===== config.mk =====
export PLATFORM = sky130hd
export DESIGN_NAME = clkcfg_strap_ctl
export DESIGN_NICKNAME = d
export VERILOG_FILES = /design/src/rtl/clkcfg_strap_ctl.sv
export SDC_FILE = /design/constraint.sdc
export NUM_CORES = 1
export LEC_CHECK = 0
export BUFFER_PORTS_ARGS = -buffer_cell sky130_fd_sc_hd__buf_2
export CORE_MARGIN = 8
export CORE_UTILIZATION = 45
export DETAILED_ROUTE_END_ITERATION = 10
export GPL_ROUTABILITY_DRIVEN = 0
export PLACE_DENSITY_LB_ADDON = 0.05
export SLEW_MARGIN = 10
export SYNTH_ARGS = -nofsm -noshare
export SYNTH_HDL_FRONTEND = slang
export SYNTH_SLANG_ARGS = --single-unit
export TNS_END_PERCENT = 1

===== constraint.sdc =====
create_clock -name clk -period 1.15 [get_ports clk]
set_clock_uncertainty 0.05 [all_clocks]
set_input_delay 0.115 -clock clk [delete_from_list [all_inputs] [get_ports clk]]
set_output_delay 0.115 -clock clk [all_outputs]
set_load 0.05 [all_outputs]

===== src/rtl/clkcfg_strap_ctl.sv =====
module clkcfg_strap_ctl #(
  parameter int FS_W  = 4,
  parameter int IDX_W = 3
) (
  input  logic             clk,
  input  logic             rst_n,
  input  logic [FS_W-1:0]  strap_fs_i,
  input  logic             strap_mode_i,
  input  logic             wr_en_i,
  input  logic [IDX_W-1:0] wr_idx_i,
  input  logic [7:0]       wr_data_i,
  input  logic [IDX_W-1:0] rd_idx_i,
  output logic [7:0]       rd_data_o,
  output logic             pins_out_en_o,
  output logic             strap_mode_o,
  output logic [FS_W:0]    freq_code_o,
  output logic             spread_en_o,
  output logic             tristate_o,
  output logic [1:0]       cpu_run_o,
  output logic             sdram_f_run_o,
  output logic             pci_f_run_o,
  output logic [4:0]       pci_run_o,
  output logic [2:0]       sdram_run_o,
  output logic             clk48_run_o,
  output logic             clk24_run_o,
  output logic             ioapic_run_o,
  output logic [1:0]       ref_run_o
);
  localparam int CODE_W = FS_W + 1;
  localparam logic [7:0] DEF0  = 8'h50;
  localparam logic [7:0] WMSK1 = 8'h0B;
  localparam logic [7:0] WMSK2 = 8'h5F;
  localparam logic [7:0] WMSK3 = 8'h37;
  localparam logic [7:0] WMSK5 = 8'h13;
  localparam logic [7:0] FIX1  = 8'h74;
  localparam logic [7:0] FIX2  = 8'hA0;
  localparam logic [7:0] FIX3  = 8'h88;
  localparam logic [7:0] FIX4  = 8'hF5;
  localparam logic [7:0] FIX5  = 8'hEC;

  logic            latched;
  logic [FS_W-1:0] fs_q;
  logic            mode_q;
  logic [7:0]      cfg0, cfg1, cfg2, cfg3, cfg5;
  logic [FS_W-1:0] fs_n;
  logic            run_ok;

  always_ff @(posedge clk or negedge rst_n) begin
    if (!rst_n) begin
      latched <= 1'b0;
      fs_q    <= '0;
      mode_q  <= 1'b0;
    end else if (!latched) begin
      latched <= 1'b1;
      fs_q    <= strap_fs_i;
      mode_q  <= strap_mode_i;
    end
  end

  always_ff @(posedge clk or negedge rst_n) begin
    if (!rst_n) begin
      cfg0 <= DEF0;
      cfg1 <= WMSK1;
      cfg2 <= WMSK2;
      cfg3 <= WMSK3;
      cfg5 <= WMSK5;
    end else if (wr_en_i) begin
      case (wr_idx_i)
        3'd0: cfg0 <= wr_data_i;
        3'd1: cfg1 <= wr_data_i & WMSK1;
        3'd2: cfg2 <= wr_data_i & WMSK2;
        3'd3: cfg3 <= wr_data_i & WMSK3;
        3'd5: cfg5 <= wr_data_i & WMSK5;
        default: ;
      endcase
    end
  end

  assign fs_n = ~fs_q;

  always_comb begin
    case (rd_idx_i)
      3'd0:    rd_data_o = cfg0;
      3'd1:    rd_data_o = cfg1 | FIX1 | {fs_n[2], 7'b0};
      3'd2:    rd_data_o = cfg2 | FIX2;
      3'd3:    rd_data_o = cfg3 | FIX3 | {1'b0, fs_n[0], 6'b0};
      3'd4:    rd_data_o = FIX4 | {4'b0, fs_n[1], 1'b0, fs_n[3], 1'b0};
      3'd5:    rd_data_o = cfg5 | FIX5;
      default: rd_data_o = 8'h00;
    endcase
  end

  assign pins_out_en_o = latched;
  assign strap_mode_o  = mode_q;
  assign freq_code_o   = cfg0[3] ? {cfg0[2], cfg0[7:4]} : {1'b0, fs_q};
  assign spread_en_o   = cfg0[1];
  assign tristate_o    = cfg0[0];
  assign run_ok        = ~cfg0[0];

  assign cpu_run_o     = cfg1[1:0] & {2{run_ok}};
  assign sdram_f_run_o = cfg1[3] & run_ok;
  assign pci_run_o     = cfg2[4:0] & {5{run_ok}};
  assign pci_f_run_o   = cfg2[6] & run_ok;
  assign sdram_run_o   = cfg3[2:0] & {3{run_ok}};
  assign clk24_run_o   = cfg3[4] & run_ok;
  assign clk48_run_o   = cfg3[5] & run_ok;
  assign ref_run_o     = cfg5[1:0] & {2{run_ok}};
  assign ioapic_run_o  = cfg5[4] & run_ok;

  p_pins_hold_r2: assert property (@(posedge clk) disable iff (!rst_n)
    pins_out_en_o |=> pins_out_en_o);

  p_strap_frozen_r2: assert property (@(posedge clk) disable iff (!rst_n)
    (pins_out_en_o && $past(pins_out_en_o)) |-> ($stable(strap_mode_o) && $stable(fs_q)));

  p_hw_msb_zero_r3: assert property (@(posedge clk) disable iff (!rst_n)
    (pins_out_en_o && !cfg0[3]) |-> (freq_code_o[CODE_W-1] == 1'b0));

  p_sw_code_r4: assert property (@(posedge clk) disable iff (!rst_n)
    (wr_en_i && wr_idx_i == 3'd0 && wr_data_i[3]) |=>
      (freq_code_o == {$past(wr_data_i[2]), $past(wr_data_i[7:4])}));

  p_tri_quiet_r6: assert property (@(posedge clk) disable iff (!rst_n)
    tristate_o |-> ({cpu_run_o, sdram_f_run_o, pci_f_run_o, pci_run_o, sdram_run_o,
                     clk48_run_o, clk24_run_o, ioapic_run_o, ref_run_o} == '0));

  p_rb4_fixed_r9: assert property (@(posedge clk) disable iff (!rst_n)
    (rd_idx_i == 3'd4) |-> (rd_data_o[7:4] == 4'hF && rd_data_o[2] && rd_data_o[0]));

  p_hi_idx_zero_r11: assert property (@(posedge clk) disable iff (!rst_n)
    (rd_idx_i[2:1] == 2'b11) |-> (rd_data_o == 8'h00));
endmodule


==> results.txt, run 1 <==
top_reg_cell synth - dfstp_2
Buffers & Inverters on Critical Path - 1
Max IR drop VDD - 1.23 mV
Gate power share - 50.9%
Worst setup EP type - output port
RSZ-0062 raised after global routing - yes
Final Hold Fails - 0
crit start category - flop
slowest stage delay, CP - 440 ps
global-route wire length before repair - 7720 um
worst skew pair latency - 280 ps
sw power - 1970 uW
Initial Util - 46.1%
f_max - 577 MHz
Total GRT Usage - 16.4%
die area - 5900 um^2
sequential area share after synthesis - 48.0%
clock-pin slew on the worst setup and hold paths - 60 ps
share of cells above drive strength 1 - 78.1%
Hold WC Path Type - in -> reg
top fanout value on the critical path - 2
worst reg2reg path depth - 3
crit path DAT - 1570 ps
dpl hpwl - 3490 um
Layout Cells excl Fill - 276
num rows - 22
cell family with most CP delay - multiplexers
EDFF count, synth - 0
grt ovf - 0
vias in the first global route - 1581
part of the power in the clock network - 17.7%
initial DRC count - 45
H-Tree Depth - 2
IO buf count - 55
Mapped Area - 1660 um^2
hold path depth - 2
pwr dens - 1850 nW/um^2
routed len/inst - 16.7 um
syn nets - 161
Reg power frac - 31.4%
diodes inserted - 0
Core ar. - 3610 um^2
Leakage Power - 0.00120 uW
Pint - 2990 uW
synthesized flop and latch total - 31
violated checks - negative setup slack
Ys Warns - 0
Final Max Tran Viols - 0
crit path setup slack, layout - -582 ps
crit-path cells - mux4_2 > mux2_4 > buf_8
Via Count - 1411
synthesized area per cell - 12.0 um^2
cells after synthesis - 139
largest area contributor in the netlist - dfstp_2
TritonCTS Buffers - 5
Async S/R FF share, synth - 100%
IO Pins - 56
routed wire length - 4610 um
Critical Setup Path Class - reg -> out
post-synthesis cell type count - 33
Longest Clk Path Bufs - 2
vias per inst - 5.11
fin nets - 249
die height - 76.8 um
Chip Width - 76.8 um
TNS Setup - -7950 ps
fin crit share - 151%
TritonRoute pass-1 iters - 4
residual DRC count - 0
Switching Share - 39.7%
Worst path depth - 3
root buf cell - clkbuf_8
outcome - complete, but fails checks
crit path time final - 1730 ps
Synth-to-Final Area Change - 60.8%
initial antenna violation count - 0
area share of the largest cell type after synthesis - 30.0%
CP required - 990 ps
synth top area cells - dfstp_2 30%, mux2_2 22%, dfrtp_1 18%
placed cell count - 264
setup violators final - 32
slowest CP cell - mux4_2
antenna viol nets, final - 0
largest net degree at the start of global routing - 32
Max-Cap Viols - 0
CTS tree - done
clk sinks - 31
## placed cells by master (no fill, tap or decap), types with 3 or more instances in the layout
cell	instances
buf_4	28
mux2_2	32
dlygate4sd3_1	3
clkbuf_8	6
nor2b_1	3
nor3_1	3
buf_6	33
dfrtp_2	3
a21oi_2	4
dfstp_2	19
nor2b_2	11
dfrtp_1	9
buf_2	22
a21o_1	3
nand2_1	4
inv_1	4
## state kept, by name, summed over array words and instances (netlist names)
signal         count
cfg0               8
cfg2               6
cfg3               5
fs_q               4
cfg1               3
cfg5               3
pins_out_en_o      1
strap_mode_o       1
## path summary, 6_finish.rpt
kind                                   start           end  slack [ps]
worst max-delay path                 cfg0[1]  rd_data_o[1]        -580
worst min-delay path            strap_mode_i  strap_mode_o          10
worst max register to register       cfg0[1]       cfg0[1]          80
worst min register to register  strap_mode_o  strap_mode_o         460
max in group asynchronous              rst_n       cfg5[1]         400
min in group asynchronous              rst_n       cfg0[0]         320
## cells in the mapped netlist, types with 2 or more instances
cell	n
a21oi_1	4
inv_1	5
dfstp_2	19
a22oi_1	2
nor3_1	3
o21ai_0	3
nor2_1	4
and2_1	2
buf_2	3
a2bb2oi_1	2
a221oi_1	2
a21o_1	3
clkbuf_1	3
nand2_1	4
dfrtp_1	12
nor4bb_1	2
nand4b_1	2
mux2i_1	2
mux2_2	33
nor2b_1	16
## routing by layer
metal  track usage, %  vias up  share of wire [%]
met2             27.2       41                 52
met1             18.0      684                 41
met4             6.35        0                1.6
li1                 -      679                  -
met5                0        -                  0
met3             6.99        7                5.8
## power groups by stage
stage | clock network (uW) | logic [uW] | registers (uW)
after floorplan | 0 | 1430 | 1610
after global placement | 0 | 2070 | 1540
after detailed placement | 0 | 2110 | 1570
after CTS | 914 | 2460 | 1560
after global routing | 964 | 2660 | 1590
final | 877 | 2520 | 1560
## per-stage QoR
stage | instance area [um^2] | power, uW | setup WS (ps) | hold slack, ps | utilization [%]
after floorplan | 1750 | 3040 | -345 | -231 | -
after global placement | 2290 | 3610 | -315 | 98.7 | 63.6
after detailed placement | 2290 | 3670 | -326 | 107 | 63.6
after CTS | 2620 | 4930 | -592 | 2.48 | 72.6
after global routing | 2680 | 5210 | -618 | 6.98 | 74.2
final | 2680 | 4960 | -582 | 13.5 | 74.2
## cell families (layout without fill, tap and decap cells)
logic type / count (synthesis) / in the layout / share of synthesized area [%]
DFF: 31 / 31 / 48.0
other: 1 / 1 / 0.225
muxes: 36 / 36 / 24.9
AOI/OAI and AO/OA: 20 / 20 / 8.35
and+or+nand+nor: 38 / 38 / 15.1
buffers and inverters: 13 / 102 / 3.38
## layout make-up
class	instances	area, um^2
tap	48	60.1
timing repair buffer	89	777
clock inverter	1	5.00
multi-input combinational	95	925
inverter	5	18.8
fill	257	931
sequential	31	803
clock buffer	7	86.3
## what timing repair did
action                                  4_1_cts  5_1_grt
endpoints found under the setup margin       33       32
setup buffers                                 0        1
resized for setup                            68       14
hold endpoints to repair                     14        0
pin swaps                                     3        0
hold buffers                                  3        0
Power figures use the tool's default switching activity.
==> run 2: changes to the inputs <==
CORE_UTILIZATION = 50   (was 45)
clock period = 1.8 ns   (was 1.15 ns; I/O delays follow)
==> run 2 against run 1 <==
The run still ends with negative setup slack left. Clock power decreased by 34%. Hold slack improved by 11 ps. Utilization decreased by 8.1 points. Die area decreased by 8.0%. Power decreased by 44%. Worst setup slack improved by 540 ps. Non-clock buffer count decreased by 26. Sequential power decreased by 35%. Routed wire length decreased by 9.6%. Clock-buffer cell count decreased by 1. Combinational power decreased by 54%. Global-route usage about the same.
==> results.txt, run 2 (synthesized netlist as in run 1, its figures left out) <==
fin crit share - 102%
Final Hold Fails - 0
largest net degree at the start of global routing - 32
hold path depth - 2
R2R Path Start - cfg0[0]
vias per inst - 5.28
crit path time final - 1840 ps
clk sinks - 31
num rows - 21
Fill cells - 305
max reg flops - 8
Hold WC Path Type - in -> reg
die height - 73.7 um
RSZ-0062 raised after global routing - yes
Initial Util - 51.1%
post-route design area - 2150 um^2
part of the power in the clock network - 20.9%
Layout Cells excl Fill - 248
commonest non-fill, non-tap cell in the layout - buf_2
placed cell count - 236
H-Tree Depth - 2
reg2reg end - cfg0[0]
initial antenna violation count - 0
IO Pins - 56
dpl hpwl - 3100 um
worst reg2reg path depth - 2
die area - 5430 um^2
f_max - 543 MHz
IO buf count - 55
sw power - 1150 uW
root buf cell - clkbuf_4
Pint - 1610 uW
Reg power frac - 36.8%
Longest Clk Path Bufs - 2
Worst setup EP type - output port
Hold EP - strap_mode_o
Max IR drop VDD - 0.679 mV
initial DRC count - 75
setup violators final - 1
violated checks - negative setup slack
crit path DAT - 1610 ps
TritonCTS Buffers - 5
largest registers - cfg0 (8), cfg2 (6), cfg3 (5)
TNS Setup - -42.4 ps
antenna viol nets, final - 0
vias in the first global route - 1373
Worst-Margin Slew - 674 ps
slew margin rel. - 55.1%
crit path setup slack, layout - -42.4 ps
top fanout value on the critical path - 3
Total GRT Usage - 16.3%
CP required - 1570 ps
Gate power share - 42.3%
Leakage Power - 0.000979 uW
TritonRoute pass-1 iters - 4
Synth-to-Final Area Change - 29.4%
CTS tree - done
routed len/inst - 16.8 um
residual DRC count - 0
Switching Share - 41.7%
worst skew pair latency - 330 ps
Core ar. - 3260 um^2
R2R Setup Slk - 680 ps
fin nets - 223
Biggest register - cfg0
hold_sp - strap_mode_i
global-route wire length before repair - 6700 um
post-layout util - 66.1%
share of cells above drive strength 1 - 62.9%
dpl cell area - 2000 um^2
Critical Setup Path Class - reg -> out
most frequent cells in the layout - 48 x buf_2, 33 x mux2_2, 19 x dfstp_2
crit start category - flop
grt ovf - 0
dpl ws - 178 ps
Via Count - 1310
outcome - complete, but fails checks
routed wire length - 4170 um
Max-Cap Viols - 0
Final Max Tran Viols - 0
Chip Width - 73.7 um
clock-pin slew on the worst setup and hold paths - 100 ps
diodes inserted - 0
pwr dens - 1280 nW/um^2
[run 2: layout make-up]
| cell class | instances | area, um^2 | area share [%] |
|---|---|---|---|
| clock buffer | 6 | 51.3 | 2.38 |
| clock inverter | 2 | 35.0 | 1.63 |
| timing repair buffer | 63 | 368 | 17.1 |
| multi-input combinational | 95 | 821 | 38.1 |
| sequential | 31 | 802 | 37.2 |
| tap | 46 | 57.6 | 2.67 |
| inverter | 5 | 18.8 | 0.872 |
[run 2: stage by stage]
stage / hold WS, ps / total power (uW)
2_1_floorplan: -166 / 1880
3_3_place_gp: 200 / 2140
3_5_place_dp: 208 / 2170
4_1_cts: 9.11 / 2780
5_1_grt: 0.337 / 2900
6_report: 24.4 / 2760
[run 2: critical path, stage by stage (launching register included)]
cell     delay [ps]
dfstp_2         390
mux4_2          460
mux2_2          280
buf_6           150
[run 2: worst max path at each step]
stage,start,to,depth (start not counted)
final,cfg3[1],rd_data_o[1],3
after detailed placement,rd_idx_i[0],rd_data_o[1],4
after global routing,cfg0[1],rd_data_o[1],3
after floorplan,cfg0[0],rd_data_o[0],2
after global placement,rd_idx_i[0],rd_data_o[1],4
after CTS,cfg3[1],rd_data_o[1],3
[run 2: power groups by stage]
stage          logic (uW)  registers (uW)  clock network (uW)
6_report             1170            1020                 576
5_1_grt              1230            1040                 627
4_1_cts              1170            1010                 594
3_5_place_dp         1140            1030                   0
3_3_place_gp         1120            1020                   0
2_1_floorplan         857            1030                   0
[run 2: layer usage]
metal / up-vias / part of all wire, % / GRT usage, %
li1: 622 / - / -
met1: 636 / 42 / 18.9
met2: 46 / 50 / 27.5
met3: 6 / 6.2 / 5.46
met4: 0 / 1.2 / 5.32
met5: - / 0 / 0
[run 2: what timing repair did]
action,CTS,global route
endpoints found under the hold margin,13,1
hold buffers,2,1
endpoints found under the setup margin,4,14
gates resized for setup,7,7
pin swaps,0,0
buffers inserted,1,0
==> run 3: changes to the inputs <==
RECOVER_POWER = 50   (was unset)
==> run 3 against run 2 <==
The flow still finishes with violations (negative setup slack). Hold slack gained 1.1 ps. Critical path type unchanged. Largest power group unchanged. Clock power is essentially flat. Non-clock buffer count is the same. Critical endpoint unchanged.
==> results.txt, run 3 (synthesized netlist as in run 1, its figures left out) <==
Core ar. - 3260 um^2
slew margin rel. - 48.9%
root buf cell - clkbuf_4
CP required - 1570 ps
routed len/inst - 16.8 um
num rows - 21
Critical Setup Path Class - reg -> out
crit path setup slack, layout - -42.7 ps
FF/Latch Area - 802 um^2
crit-path cells - mux4_2 > mux2_2 > buf_6
TritonRoute pass-1 iters - 5
area of the multi-input gates - 806 um^2
cell family with most CP delay - multiplexers
Longest Clk Path Bufs - 2
RSZ-0062 raised after global routing - yes
commonest non-fill, non-tap cell in the layout - buf_2
hold path depth - 2
top fanout value on the critical path - 3
initial DRC count - 92
Total GRT Usage - 16.3%
most frequent cells in the layout - 45 x buf_2, 33 x mux2_2, 16 x nor2b_1
max reg flops - 8
outcome - complete, but fails checks
IO Pins - 56
Synth-to-Final Area Change - 27.9%
Fill cells - 311
clk sinks - 31
Critical Path Source - cfg3[1]
pwr dens - 1290 nW/um^2
clock-pin slew on the worst setup and hold paths - 100 ps
Worst setup EP type - output port
Initial Util - 51.1%
vias per inst - 5.25
Final Hold Fails - 0
largest net degree at the start of global routing - 32
R2R Setup Slk - 680 ps
Max-Cap Viols - 0
antenna viol nets, final - 0
Chip Width - 73.7 um
crit path DAT - 1610 ps
H-Tree Depth - 2
diodes inserted - 0
routed wire length - 4170 um
TritonCTS Buffers - 5
crit start category - flop
vias in the first global route - 1373
global-route wire length before repair - 6700 um
residual DRC count - 0
die height - 73.7 um
dpl hpwl - 3100 um
Max IR drop VDD - 0.704 mV
Via Count - 1303
Leakage Power - 0.000957 uW
grt ovf - 0
fin nets - 223
f_max - 543 MHz
worst reg2reg path depth - 2
slowest CP cell - mux4_2
fin crit share - 102%
Biggest register - cfg0
largest registers - cfg0 (8), cfg2 (6), cfg3 (5)
post-layout util - 65.3%
R2R Path Start - cfg0[0]
Worst-Margin Slew - 767 ps
hold_sp - strap_mode_i
CTS tree - done
violated checks - negative setup slack
setup violators final - 1
share of cells above drive strength 1 - 58.4%
initial antenna violation count - 0
Buffers & Inverters on Critical Path - 1
Hold WC Path Type - in -> reg
slowest stage delay, CP - 460 ps
Final Max Tran Viols - 0
crit path time final - 1840 ps
Hold EP - strap_mode_o
IO buf count - 55
Final Power - 2750 uW
die area - 5430 um^2
reg2reg end - cfg0[0]
worst skew pair latency - 330 ps
run 3: how the worst max path moves through the flow:
stage | endpoint | slack [ps] | cells after the start
CTS | rd_data_o[1] | -60 | 3
finish | rd_data_o[1] | -40 | 3
global route | rd_data_o[1] | -100 | 3
global placement | rd_data_o[1] | 200 | 4
floorplan | rd_data_o[0] | -160 | 2
detailed placement | rd_data_o[1] | 180 | 4
run 3: repair_timing:
item | 4_1_cts | 5_1_grt
pin swaps | 0 | 0
endpoints found under the hold margin | 13 | 1
setup buffers | 1 | 0
setup endpoints to repair | 4 | 14
hold buffers | 2 | 1
cloned | 0 | 0
gates resized for setup | 7 | 7
run 3: stage by stage:
step                      hold slack, ps  worst slack (ps)  std cells  area (um^2)  TNS [ps]
after floorplan                     -166              -161        139         1670      -540
after global placement               200               200        236         2000         0
after detailed placement             208               178        236         2000         0
after CTS                           9.11             -56.8        247         2130     -56.8
after global routing               0.337              -105        248         2130      -285
final                               25.5             -42.7        248         2130     -42.7
run 3: cell type report:
cell class                      instances  share of cell area [%]
Multi-Input combinational cell         95                    37.9
Timing Repair Buffer                   63                    16.8
Clock buffer                            6                    2.41
Tap cell                               46                    2.70
Inverter                                5                   0.882
Sequential cell                        31                    37.7
Clock inverter                          2                    1.65
run 3: routing by layer:
metal	GRT usage [%]	vias to the layer above	share of wire, %
met2	27.5	46	50
li1	-	623	-
met1	18.9	628	43
met4	5.32	0	1.2
met5	0	-	0
met3	5.46	6	5.9
run 3: where the power goes:
group          total [uW]  switching, uW  leakage, uW  internal (uW)
registers            1010            111     0.000337            896
clock network         575            247    0.0000482            328
logic                1160            789     0.000572            375
total                2750           1150     0.000957           1600
